`config.mk`:
```
export PLATFORM = sky130hd
export DESIGN_NAME = sflash_rd_engine
export DESIGN_NICKNAME = d
export VERILOG_FILES = /design/src/rtl/sfre_pkg.sv /design/src/rtl/sfre_pin_sync.sv /design/src/rtl/sfre_cmd_fsm.sv /design/src/rtl/sfre_out_serializer.sv /design/src/rtl/sflash_rd_engine.sv
export SDC_FILE = /design/constraint.sdc
export NUM_CORES = 1
export LEC_CHECK = 0
export ABC_AREA = 1
export BUFFER_PORTS_ARGS = -buffer_cell sky130_fd_sc_hd__buf_4
export CORE_MARGIN = 3
export CORE_UTILIZATION = 40
export CTS_CLUSTER_DIAMETER = 150
export DETAILED_ROUTE_END_ITERATION = 12
export PLACE_DENSITY = 0.55
export SLEW_MARGIN = 20
export SYNTH_ARGS = -nofsm -noshare
export SYNTH_HDL_FRONTEND = slang
export SYNTH_SLANG_ARGS = --single-unit
```
`constraint.sdc`:
```
create_clock -name clk -period 4.4 [get_ports clk]
set_input_delay 0.88 -clock clk [delete_from_list [all_inputs] [get_ports clk]]
set_output_delay 0.88 -clock clk [all_outputs]
set_load 0.02 [all_outputs]
```
`src/rtl/sfre_pkg.sv`:
```
package sfre_pkg;

   typedef enum logic [2:0] {
      ST_CMD,
      ST_ADDR,
      ST_DUMMY,
      ST_DATA,
      ST_BAD
   } phase_t;

   localparam logic [7:0] OP_READ = 8'h03;
   localparam logic [7:0] OP_FAST = 8'h0B;
   localparam logic [7:0] OP_DUAL = 8'h3B;

   // address-to-byte function standing in for the array contents
   function automatic logic [7:0] pattern_byte(input logic [23:0] a, input logic [7:0] seed);
      logic [7:0] t;
      t = a[7:0] * 8'd37 + 8'd11;
      return t ^ a[15:8] ^ a[23:16] ^ seed;
   endfunction

endpackage

```
`src/rtl/sfre_pin_sync.sv`:
```
module sfre_pin_sync #(
   parameter int STAGES = 2
) (
   input  logic clk,
   input  logic rst_n,
   input  logic sclk_i,
   input  logic csn_i,
   input  logic din_i,
   output logic sclk_rise,
   output logic sclk_fall,
   output logic cs_idle,
   output logic din_s
);
   localparam int MSB = STAGES - 1;

   logic [MSB:0] sclk_p;
   logic [MSB:0] csn_p;
   logic [MSB:0] din_p;
   logic         sclk_d;

   always_ff @(posedge clk or negedge rst_n) begin
      if (!rst_n) begin
         sclk_p <= '0;
         csn_p  <= '1;
         din_p  <= '0;
         sclk_d <= 1'b0;
      end else begin
         sclk_p <= {sclk_p[MSB-1:0], sclk_i};
         csn_p  <= {csn_p[MSB-1:0], csn_i};
         din_p  <= {din_p[MSB-1:0], din_i};
         sclk_d <= sclk_p[MSB];
      end
   end

   assign sclk_rise = sclk_p[MSB] & ~sclk_d;
   assign sclk_fall = ~sclk_p[MSB] & sclk_d;
   assign cs_idle   = csn_p[MSB];
   assign din_s     = din_p[MSB];

endmodule

```
`src/rtl/sfre_cmd_fsm.sv`:
```
module sfre_cmd_fsm
   import sfre_pkg::*;
#(
   parameter int AW         = 12,
   parameter int DUMMY_CLKS = 8,
   parameter bit DUAL_EN    = 1'b1
) (
   input  logic          clk,
   input  logic          rst_n,
   input  logic          cs_idle,
   input  logic          sclk_rise,
   input  logic          din_s,
   output phase_t        phase,
   output logic          dual,
   output logic [AW-1:0] addr
);
   localparam int ADDR_BITS = 24;
   localparam int CW = $clog2((ADDR_BITS > DUMMY_CLKS) ? ADDR_BITS : DUMMY_CLKS);

   logic [6:0]    op_sh;
   logic [7:0]    op_now;
   logic [CW-1:0] cnt;
   logic          fast;

   assign op_now = {op_sh, din_s};

   always_ff @(posedge clk or negedge rst_n) begin
      if (!rst_n) begin
         phase <= ST_CMD;
         op_sh <= '0;
         cnt   <= '0;
         fast  <= 1'b0;
         dual  <= 1'b0;
         addr  <= '0;
      end else if (cs_idle) begin
         phase <= ST_CMD;
         op_sh <= '0;
         cnt   <= '0;
         fast  <= 1'b0;
         dual  <= 1'b0;
      end else if (sclk_rise) begin
         case (phase)
            ST_CMD: begin
               op_sh <= op_now[6:0];
               if (cnt == CW'(7)) begin
                  cnt <= '0;
                  if (op_now == OP_READ) begin
                     phase <= ST_ADDR;
                  end else if (op_now == OP_FAST) begin
                     phase <= ST_ADDR;
                     fast  <= 1'b1;
                  end else if (op_now == OP_DUAL && DUAL_EN) begin
                     phase <= ST_ADDR;
                     fast  <= 1'b1;
                     dual  <= 1'b1;
                  end else begin
                     phase <= ST_BAD;
                  end
               end else begin
                  cnt <= cnt + CW'(1);
               end
            end
            ST_ADDR: begin
               addr <= {addr[AW-2:0], din_s};
               if (cnt == CW'(ADDR_BITS - 1)) begin
                  cnt   <= '0;
                  phase <= fast ? ST_DUMMY : ST_DATA;
               end else begin
                  cnt <= cnt + CW'(1);
               end
            end
            ST_DUMMY: begin
               if (cnt == CW'(DUMMY_CLKS - 1)) begin
                  cnt   <= '0;
                  phase <= ST_DATA;
               end else begin
                  cnt <= cnt + CW'(1);
               end
            end
            default: ;
         endcase
      end
   end

   p_dummy_bounded_r4: assert property (@(posedge clk) disable iff (!rst_n)
      (phase == ST_DUMMY) |-> (cnt < CW'(DUMMY_CLKS)));

endmodule

```
`src/rtl/sfre_out_serializer.sv`:
```
module sfre_out_serializer #(
   parameter int         AW      = 12,
   parameter bit         DUAL_EN = 1'b1,
   parameter logic [7:0] SEED    = 8'h5A
) (
   input  logic          clk,
   input  logic          rst_n,
   input  logic          cs_idle,
   input  logic          sclk_fall,
   input  logic          in_data,
   input  logic          dual,
   input  logic [AW-1:0] start_addr,
   output logic          do_out,
   output logic          do_oe,
   output logic          dio_out,
   output logic          dio_oe
);
   logic [AW-1:0] rd_addr;
   logic [AW-1:0] cur_addr;
   logic [7:0]    sh;
   logic [7:0]    byte_now;
   logic [2:0]    idx;
   logic          started;
   logic          dual_eff;
   logic          step;

   assign dual_eff = DUAL_EN && dual;
   assign step     = in_data && sclk_fall;

   always_comb begin
      cur_addr = started ? rd_addr : start_addr;
      byte_now = (idx == 3'd0) ? sfre_pkg::pattern_byte(24'(cur_addr), SEED) : sh;
   end

   always_ff @(posedge clk or negedge rst_n) begin
      if (!rst_n) begin
         rd_addr <= '0;
         sh      <= '0;
         idx     <= '0;
         started <= 1'b0;
         do_out  <= 1'b0;
         do_oe   <= 1'b0;
      end else if (cs_idle) begin
         sh      <= '0;
         idx     <= '0;
         started <= 1'b0;
         do_out  <= 1'b0;
         do_oe   <= 1'b0;
      end else if (step) begin
         started <= 1'b1;
         do_oe   <= 1'b1;
         do_out  <= byte_now[7];
         if (idx == 3'd0) rd_addr <= cur_addr + 1'b1;
         if (dual_eff) begin
            sh  <= byte_now << 2;
            idx <= (idx == 3'd3) ? 3'd0 : idx + 3'd1;
         end else begin
            sh  <= byte_now << 1;
            idx <= idx + 3'd1;
         end
      end
   end

   generate
      if (DUAL_EN) begin : g_dual
         always_ff @(posedge clk or negedge rst_n) begin
            if (!rst_n) begin
               dio_out <= 1'b0;
               dio_oe  <= 1'b0;
            end else if (cs_idle) begin
               dio_out <= 1'b0;
               dio_oe  <= 1'b0;
            end else if (step && dual_eff) begin
               dio_out <= byte_now[6];
               dio_oe  <= 1'b1;
            end
         end
      end else begin : g_single
         assign dio_out = 1'b0;
         assign dio_oe  = 1'b0;
      end
   endgenerate

endmodule

```
`src/rtl/sflash_rd_engine.sv`:
```
module sflash_rd_engine
   import sfre_pkg::*;
#(
   parameter int         DEPTH       = 4096,
   parameter int         DUMMY_CLKS  = 8,
   parameter int         SYNC_STAGES = 2,
   parameter bit         DUAL_EN     = 1'b1,
   parameter logic [7:0] SEED        = 8'h5A
) (
   input  logic clk,
   input  logic rst_n,
   input  logic spi_sclk,
   input  logic spi_csn,
   input  logic dio_in,
   output logic do_out,
   output logic do_oe,
   output logic dio_out,
   output logic dio_oe
);
   localparam int AW = $clog2(DEPTH);

   initial begin
      assert (DEPTH >= 4 && (DEPTH & (DEPTH - 1)) == 0 && AW <= 24)
         else $error("DEPTH must be a power of two between 4 and 2^24");
      assert (DUMMY_CLKS >= 1 && DUMMY_CLKS <= 32)
         else $error("DUMMY_CLKS out of range");
      assert (SYNC_STAGES >= 2)
         else $error("SYNC_STAGES must be at least 2");
   end

   logic          sclk_rise;
   logic          sclk_fall;
   logic          cs_idle;
   logic          din_s;
   phase_t        phase;
   logic          dual;
   logic [AW-1:0] start_addr;

   sfre_pin_sync #(.STAGES(SYNC_STAGES)) sync_i (
      .clk       (clk),
      .rst_n     (rst_n),
      .sclk_i    (spi_sclk),
      .csn_i     (spi_csn),
      .din_i     (dio_in),
      .sclk_rise (sclk_rise),
      .sclk_fall (sclk_fall),
      .cs_idle   (cs_idle),
      .din_s     (din_s)
   );

   sfre_cmd_fsm #(.AW(AW), .DUMMY_CLKS(DUMMY_CLKS), .DUAL_EN(DUAL_EN)) fsm_i (
      .clk       (clk),
      .rst_n     (rst_n),
      .cs_idle   (cs_idle),
      .sclk_rise (sclk_rise),
      .din_s     (din_s),
      .phase     (phase),
      .dual      (dual),
      .addr      (start_addr)
   );

   sfre_out_serializer #(.AW(AW), .DUAL_EN(DUAL_EN), .SEED(SEED)) ser_i (
      .clk        (clk),
      .rst_n      (rst_n),
      .cs_idle    (cs_idle),
      .sclk_fall  (sclk_fall),
      .in_data    (phase == ST_DATA),
      .dual       (dual),
      .start_addr (start_addr),
      .do_out     (do_out),
      .do_oe      (do_oe),
      .dio_out    (dio_out),
      .dio_oe     (dio_oe)
   );

   p_idle_quiet_r1: assert property (@(posedge clk) disable iff (!rst_n)
      cs_idle |=> (!do_oe && !dio_oe));

   p_dio_with_do_r5: assert property (@(posedge clk) disable iff (!rst_n)
      dio_oe |-> do_oe);

   p_bad_silent_r9: assert property (@(posedge clk) disable iff (!rst_n)
      (phase == ST_BAD) |-> (!do_oe && !dio_oe));

   p_do_on_fall_r3: assert property (@(posedge clk) disable iff (!rst_n)
      (do_oe && $past(do_oe) && !$stable(do_out)) |-> $past(sclk_fall));

endmodule

```
==> metrics, run 1 <==
status=complete, no violations; Worst setup EP type=flip-flop; clock power share=39.8%; Worst Hold Class=reg -> reg; Clock Pin Slew Worst Setup and Hold Paths=0.08 ns; Die Y=102 um; first-pass GRT wire length=13200 um; worst-skew pair later-pin latency=0.35 ns; syn_area_per_cell=8.11 um2; Finished Layout Cells=575; Tot GR Track Use=16.2%; share of cells above drive strength 1=12.4%; register bit total from synthesis=62; Post-route DRC=0; Highest Clock Rate=284 MHz; critical path launch point type=flip-flop; Seq/Total Area, Yosys=42.6%; static leakage power=0.00202 uW; vias=2855; synth warn=0; RSZ-0062 raised after global routing=no; initial antenna violation count=0; Gate Count Post-Synth=450; total congestion overflow=0; hold-fix buffers at CTS=0; Rows=34; dpl cells=559; count of final hold-check violations=0; NumNets Final=491; sequential power share=38.0%; largest net degree at the start of global routing=63; Max Cap Violations=0; maximum buffer depth of the clock tree=2; Post-Syn Nets=479; overall power=1620 uW; IO Pins=9; setup_tns=0 ns; Detailed Routing Iterations Pass 1=4; diodes inserted=0; Core Area=0.00881 mm2; commonest non-fill, non-tap cell in the layout=nand2_1; most frequent cells in the layout=nand2_1 (121), inv_1 (62), dfrtp_1 (60); CP max FO=14; FILL cells=894; post-CTS setup buffers=0; Area growth syn-to-layout=11.1%; switching portion of total power=31.6%; vias in the first global route=2794; H-tree levels=3; total wire length=7450 um; clock root buffer master=clkbuf_8; CP required=4.64 ns; pwr dens=399 mW/mm2; die area=0.0103 mm2; Routed Antenna Nets=0; critical path class=reg -> reg; Starting DRT DRC Count=150; DP HPWL=5380 um; final worst slack=0.880 ns; register area=0.00155 mm2; final setup fails=0; Netlist cell types=40; Internal=1100 uW; Worst Tran Pin Value=0.882 ns; Chip Width=102 um; Placer Congestion=0.839; peak supply drop=0.180 mV; Comb power frac=22.2%; pre-CTS setup slack=0.871 ns; Clock Sinks=62; post-CTS sizing=0; post-layout minimum cycle time=3.52 ns; Final Max Slew Viols=0; I/O Buffers=8; clock skew=0.0187 ns; Synth Cell Area=0.00365 mm2; total CTS buffers=9; area occupied by multi-input gates=0.00180 mm2; Wirelength per Cell=13.0 um; final period utilization=80.0%; CTS tree=done; vias per inst=4.97; Sw Pwr=511 uW; Slew Limit Headroom=41.0%; initial core utilization=41.4%; CP arrival=3.76 ns
-- per-stage QoR --
stage	util, %	area (um2)	hold slack [ns]
CTS	46.0	4050	0.355
global route	46.0	4050	0.360
finish	46.0	4050	0.352
detailed placement	43.2	3800	0.337
floorplan	-	3650	0.331
global placement	43.2	3800	0.332
-- state kept, by name, indices dropped and copies added, names as in the netlist, 2 cells and up --
name           cells
fsm_i.addr        12
fsm_i.cnt          5
fsm_i.op_sh        7
fsm_i.phase        3
ser_i.idx          3
ser_i.rd_addr     12
ser_i.sh           7
sync_i.csn_p       2
sync_i.din_p       2
sync_i.sclk_p      2
-- path summary, 6_finish.rpt --
kind,from,endpoint,slack (ns),depth (start not counted)
setup / recovery,ser_i.do_oe$_DFFE_PN0P_,ser_i.sh[7]$_DFFE_PN0P_,0.88,17
hold / removal,sync_i.sclk_p[0]$_DFF_PN0_,sync_i.sclk_p[1]$_DFF_PN0_,0.35,0
setup reg to reg,ser_i.do_oe$_DFFE_PN0P_,ser_i.sh[7]$_DFFE_PN0P_,0.88,17
hold reg to reg,sync_i.sclk_p[0]$_DFF_PN0_,sync_i.sclk_p[1]$_DFF_PN0_,0.35,0
max in group asynchronous,rst_n,ser_i.rd_addr[11]$_DFFE_PN0P_,3.23,1
min in group asynchronous,rst_n,ser_i.rd_addr[2]$_DFFE_PN0P_,0.62,1
-- power groups by stage --
| stage | registers [uW] | logic (uW) | clock network [uW] |
|---|---|---|---|
| 6_report | 614 | 358 | 643 |
| 5_1_grt | 619 | 430 | 682 |
| 4_1_cts | 614 | 362 | 658 |
| 3_5_place_dp | 626 | 359 | 0 |
| 3_3_place_gp | 625 | 358 | 0 |
| 2_1_floorplan | 619 | 280 | 0 |
-- synthesized netlist by cell type --
library cell  instances  area share (%)
nand3_2               3            0.82
o21ai_1               9             1.2
o21a_1                2            0.41
nor2_2                1            0.17
a211oi_1              2            0.41
nand2_1             121              12
fa_1                  2             1.1
o211ai_1              1            0.21
dfstp_2               2             1.4
ha_1                 22             7.5
a31oi_1               1            0.17
inv_1                62             6.4
nand2_2               6             1.0
buf_4                 1            0.21
mux2_2                1            0.31
clkbuf_1              4            0.41
nand2_4               1            0.31
nor2_1               19             2.0
dfrtp_1              60              41
nand3b_1              1            0.21
nand3_1              28             3.8
and3_1                1            0.17
o21ai_0              25             3.4
buf_6                 2            0.62
o21ai_2               9             2.2
clkinv_1              1            0.10
a21oi_1              13             1.8
inv_2                 3            0.31
nor2_4                5             1.5
nor3_1                8             1.1
a22oi_1               1            0.21
buf_2                 1            0.14
nand4_1               2            0.34
or2_1                 1            0.17
o221ai_1              4            0.96
o22ai_1              12             2.1
xnor2_1               6             1.4
o31ai_1               1            0.21
nor3_2                2            0.55
xor2_1                4            0.96
-- metal layers --
layer  vias to the layer above  GRT usage (%)  share of wire, %
met5                         -              0                 0
li1                       1491              -                 -
met2                        32           25.4                45
met4                         0           4.09               1.4
met1                      1321           22.5                51
met3                        11           3.99               2.7
-- critical path, cell delays in order, from the launching register on --
cell and delay [ns]:
dfrtp_1 0.58, buf_4 0.29, nand2_1 0.08, o21ai_1 0.24, inv_1 0.19, ha_1 0.33
ha_1 0.29, ha_1 0.29, ha_1 0.35, a21oi_1 0.16, o21a_1 0.14, nand3_1 0.06
nand2_1 0.07, nand2_1 0.04, o21ai_0 0.13, nand2_1 0.07, nand2_1 0.06, nand2_1 0.04
-- kinds of logic after synthesis --
kind of cell	share of synthesized area (%)
and+or+nand+nor	24.7
buffers and inverters	8.16
muxes	0.309
adders and majority gates	8.64
AOI/OAI and AO/OA	13.2
DFF	42.6
xor gates and xnor gates	2.40
-- area by class of cell --
cell class	instances	area share, %
Inverter	66	6.11
Multi-Input combinational cell	314	44.3
Clock inverter	7	3.15
Sequential cell	62	38.3
Timing Repair Buffer	9	1.67
Tap cell	108	3.33
Clock buffer	9	3.06
Note: power is estimated with default switching activity, not from simulation.
==> run 2: changes to the inputs <==
--- a/config.mk
+++ b/config.mk
@@ -5,13 +5,13 @@
 export SDC_FILE = /design/constraint.sdc
 export NUM_CORES = 1
 export LEC_CHECK = 0
-export ABC_AREA = 1
+export ABC_AREA = 0
 export BUFFER_PORTS_ARGS = -buffer_cell sky130_fd_sc_hd__buf_4
 export CORE_MARGIN = 3
 export CORE_UTILIZATION = 40
 export CTS_CLUSTER_DIAMETER = 150
 export DETAILED_ROUTE_END_ITERATION = 12
-export PLACE_DENSITY = 0.55
+export PLACE_DENSITY = 0.57
 export SLEW_MARGIN = 20
 export SYNTH_ARGS = -nofsm -noshare
 export SYNTH_HDL_FRONTEND = slang
==> constraint.sdc (replaced) <==
create_clock -name clk -period 3.2 [get_ports clk]
set_input_delay 0.64 -clock clk [delete_from_list [all_inputs] [get_ports clk]]
set_output_delay 0.64 -clock clk [all_outputs]
set_load 0.02 [all_outputs]
==> run 2 against run 1 <==
  * Area after synthesis up 2.1%
  * Utilization is 3.6 points higher
  * First-iteration DRC count is 2.7% lower
  * Critical path depth shrank 4
  * Clock power shrank 3%
  * Clock-buffer cell count up 2
  * Combinational power fell by 89%
  * Largest cell class unchanged
  * Largest power group is now sequential cells
==> metrics, run 2 <==
overall power=1460 uW (-9.5%); largest net degree at the start of global routing=63 (unchanged); Finished Layout Cells=513 (-11%); pwr dens=331 mW/mm2 (-17%); Synth top area share=40.3% (-0.86 points); Tot GR Track Use=16.8% (+0.65 points); count of final hold-check violations=0 (unchanged); Synth top cells by count=dfrtp_1 (60), nand2_1 (39), nor2_1 (25), a21oi_1 (24), ha_1 (22); total wire length=7820 um (+5.0%); most used cell, CP=ha_4; post-synthesis adder-cell area fraction=8.46% (-0.18 points); dpl cells=496 (-11%); Clock Pin Slew Worst Setup and Hold Paths=0.07 ns (about the same); total congestion overflow=0 (unchanged); vias=2799 (-2.0%); total CTS buffers=9 (unchanged); clock root buffer master=clkbuf_8; cell family with most CP delay=adder cells; most frequent cells in the layout=dfrtp_1 (59), nand2_1 (38), buf_4 (35); Rows=34 (unchanged); gr busiest metal=met2; hold_sp=sync_i.sclk_p[0]$_DFF_PN0_; Placer Congestion=0.800 (-4.6%); Starting DRT DRC Count=146 (-2.7%); Post-Syn Nets=399 (-17%); maximum buffer depth of the clock tree=2 (unchanged); Core Util, Final=49.6% (+3.6 points); final setup fails=0 (unchanged); die area=0.0105 mm2 (+2.0%); Netlist cell types=58 (+45%); syn_area_per_cell=10.1 um2 (+24%); Post-route DRC=0 (unchanged); main area contributors after synthesis=dfrtp_1 (40%), ha_1 (7.4%), mux2i_1 (4.3%); worst path bufs/invs=2 (unchanged); CP max-delay cell=fa_1; Final Max Slew Viols=0 (unchanged); DP HPWL=5500 um (+2.2%); initial core utilization=41.9% (+0.48 points); Worst Tran Pin Value=0.800 ns (-0.0826 ns); H-tree levels=3 (unchanged); I/O Buffers=8 (unchanged); clock skew=0.00649 ns (-0.0122 ns); FF-to-FF path depth=13 (-4); Regs by FF count=fsm_i.addr: 12 flops, ser_i.rd_addr: 12 flops; synth warn=0 (unchanged); CTS tree=done; initial antenna violation count=0 (unchanged); peak supply drop=0.202 mV (+12%); largest family of logic cells by synthesized area=simple AND/OR/NAND/NOR gates; Max Cap Violations=0 (unchanged); top_reg_cell synth=dfrtp_1; FILL cells=820 (-8.3%); Chip Width=103 um (+1.0%); setup_tns=0 ns (unchanged); Wirelength per Cell=15.2 um (+18%); Area growth syn-to-layout=18.5%; share of cells above drive strength 1=25.2% (+13 points); first-pass GRT wire length=13800 um (+4.4%); CP required=3.49 ns (-1.15 ns); Worst Hold Class=reg -> reg; Die Y=103 um (+1.0%); IO Pins=9 (unchanged); most frequent cell after synthesis=dfrtp_1; Worst setup EP type=flip-flop; CP arrival=3.44 ns (-0.32 ns); static leakage power=0.00197 uW (-2.4%); vias in the first global route=2824 (+1.1%); CP max FO=6 (-8); post-synthesis compound-gate area fraction=12.6% (-0.68 points); post-synthesis simple-gate area fraction=16.2% (-8.4 points); critical path launch point type=flip-flop; Routed Antenna Nets=0 (unchanged); GRT met2 Usage=26.6% (+1.2 points); Hold Crit Endpoint=sync_i.sclk_p[1]$_DFF_PN0_; Highest Clock Rate=317 MHz (+11%); r2r setup slk=0.04 ns (-0.84 ns); Slew Limit Headroom=46.7% (+5.7 points); RSZ-0062 raised after global routing=yes; Critical Path, Cell by Cell=mux2_4, ha_4, ha_4, inv_2, fa_1, inv_2, ha_4, ha_4, nor3_2, a211oi_2, xnor3_1, a211oi_2, a31o_2; register bit total from synthesis=62 (unchanged); area leader, netlist=dfrtp_1; XOR/XNOR Fraction of Synth Area=6.85% (+4.4 points); hold-fix buffers at CTS=0 (unchanged); post-layout minimum cycle time=3.16 ns (-0.360 ns); worst-skew pair later-pin latency=0.34 ns (about the same); NumNets Final=429 (-13%); slowest stage delay, CP=0.49 ns (-0.09 ns); Gate Count Post-Synth=370 (-18%); M3 GR Usage=4.80% (+0.81 points); Worst R2R Start=ser_i.do_oe$_DFFE_PN0P_; Hold Path Cell Cnt=0 (unchanged); Detailed Routing Iterations Pass 1=4 (unchanged); commonest non-fill, non-tap cell in the layout=dfrtp_1; met1 Use GR=22.4% (-0.089 points); Core Area=0.00889 mm2 (+0.97%); reg2reg end=ser_i.do_out$_DFFE_PN0P_; diodes inserted=0 (unchanged); Synth Cell Area=0.00373 mm2 (+2.1%); Post-synth EDFFs=0 (unchanged); Seq/Total Area, Yosys=41.7% (-0.89 points); Clock Sinks=62 (unchanged); vias per inst=5.46 (+9.9%); Async S/R FF share, synth=100% (unchanged); critical path class=reg -> reg; status=complete, no violations; final period utilization=98.7% (+19 points); mux cell area share after synthesis=10.4% (+10 points)
-- run 2: changes by cell type after synthesis, sizes merged, moves of 6 or more --
cell	delta
nand2	-89
inv	-50
o21ai	-27
nand3	-17
mux2	+16
mux2i	+16
a21oi	+11
o22ai	-11
xnor2	+11
nand3b	+7
clkbuf	+6
-- run 2: layout make-up --
class / count / area [um2] / share of cell area (%)
Clock inverter: 5 / 33.8 / 0.765
Sequential cell: 62 / 1560 / 35.2
Multi-Input combinational cell: 276 / 2230 / 50.4
Clock buffer: 11 / 141 / 3.20
Timing Repair Buffer: 35 / 263 / 5.95
Inverter: 16 / 60.1 / 1.36
Tap cell: 108 / 135 / 3.06
-- run 2: stage by stage --
stage	worst slack (ns)	cell area [um2]	hold slack, ns
floorplan	-0.257	3880	0.331
global placement	0.0464	4170	0.335
detailed placement	-0.00941	4170	0.335
CTS	0.0109	4350	0.352
global route	-0.0714	4410	0.363
finish	0.0405	4410	0.351
-- run 2: report_power, final --
group | total [uW] | internal [uW] | switching [uW] | leakage, uW
logic | 40.9 | 10.4 | 30.5 | 0.00104
registers | 795 | 791 | 4.48 | 0.000845
clock network | 625 | 302 | 323 | 0.0000857
total | 1460 | 1100 | 358 | 0.00197
-- run 2: how the worst max path moves through the flow --
stage	startpoint	depth (start not counted)	to	slack [ns]
6_report	ser_i.do_oe$_DFFE_PN0P_	13	ser_i.do_out$_DFFE_PN0P_	0.04
2_1_floorplan	ser_i.do_oe$_DFFE_PN0P_	16	ser_i.do_out$_DFFE_PN0P_	-0.26
3_5_place_dp	ser_i.do_oe$_DFFE_PN0P_	13	ser_i.do_out$_DFFE_PN0P_	-0.009
3_3_place_gp	ser_i.do_oe$_DFFE_PN0P_	13	ser_i.do_out$_DFFE_PN0P_	0.05
5_1_grt	ser_i.do_oe$_DFFE_PN0P_	13	ser_i.do_out$_DFFE_PN0P_	-0.07
4_1_cts	ser_i.do_oe$_DFFE_PN0P_	12	ser_i.do_out$_DFFE_PN0P_	0.01
-- run 2: per-layer routing --
metal	vias up	part of all wire (%)
li1	1387	-
met1	1364	47
met2	39	48
met3	9	2.9
met4	0	1.7
met5	-	0
-- run 2: timing repair --
item                                    in CTS  in global routing
endpoints found under the setup margin       1                  5
setup buffers                                0                  1
gates resized for setup                      1                 10
cloned                                       0                  0
endpoints found under the hold margin        0                  0
pin swaps                                    0                  0
-- run 2: cell families (layout without fill, tap and decap cells) --
family,Yosys count,after routing
DFF,62,62
buffers and inverters,32,67
xor gates and xnor gates,26,26
muxes,33,33
and+or+nand+nor,120,120
adders and majority gates,24,24
AOI/OAI and AO/OA,73,73
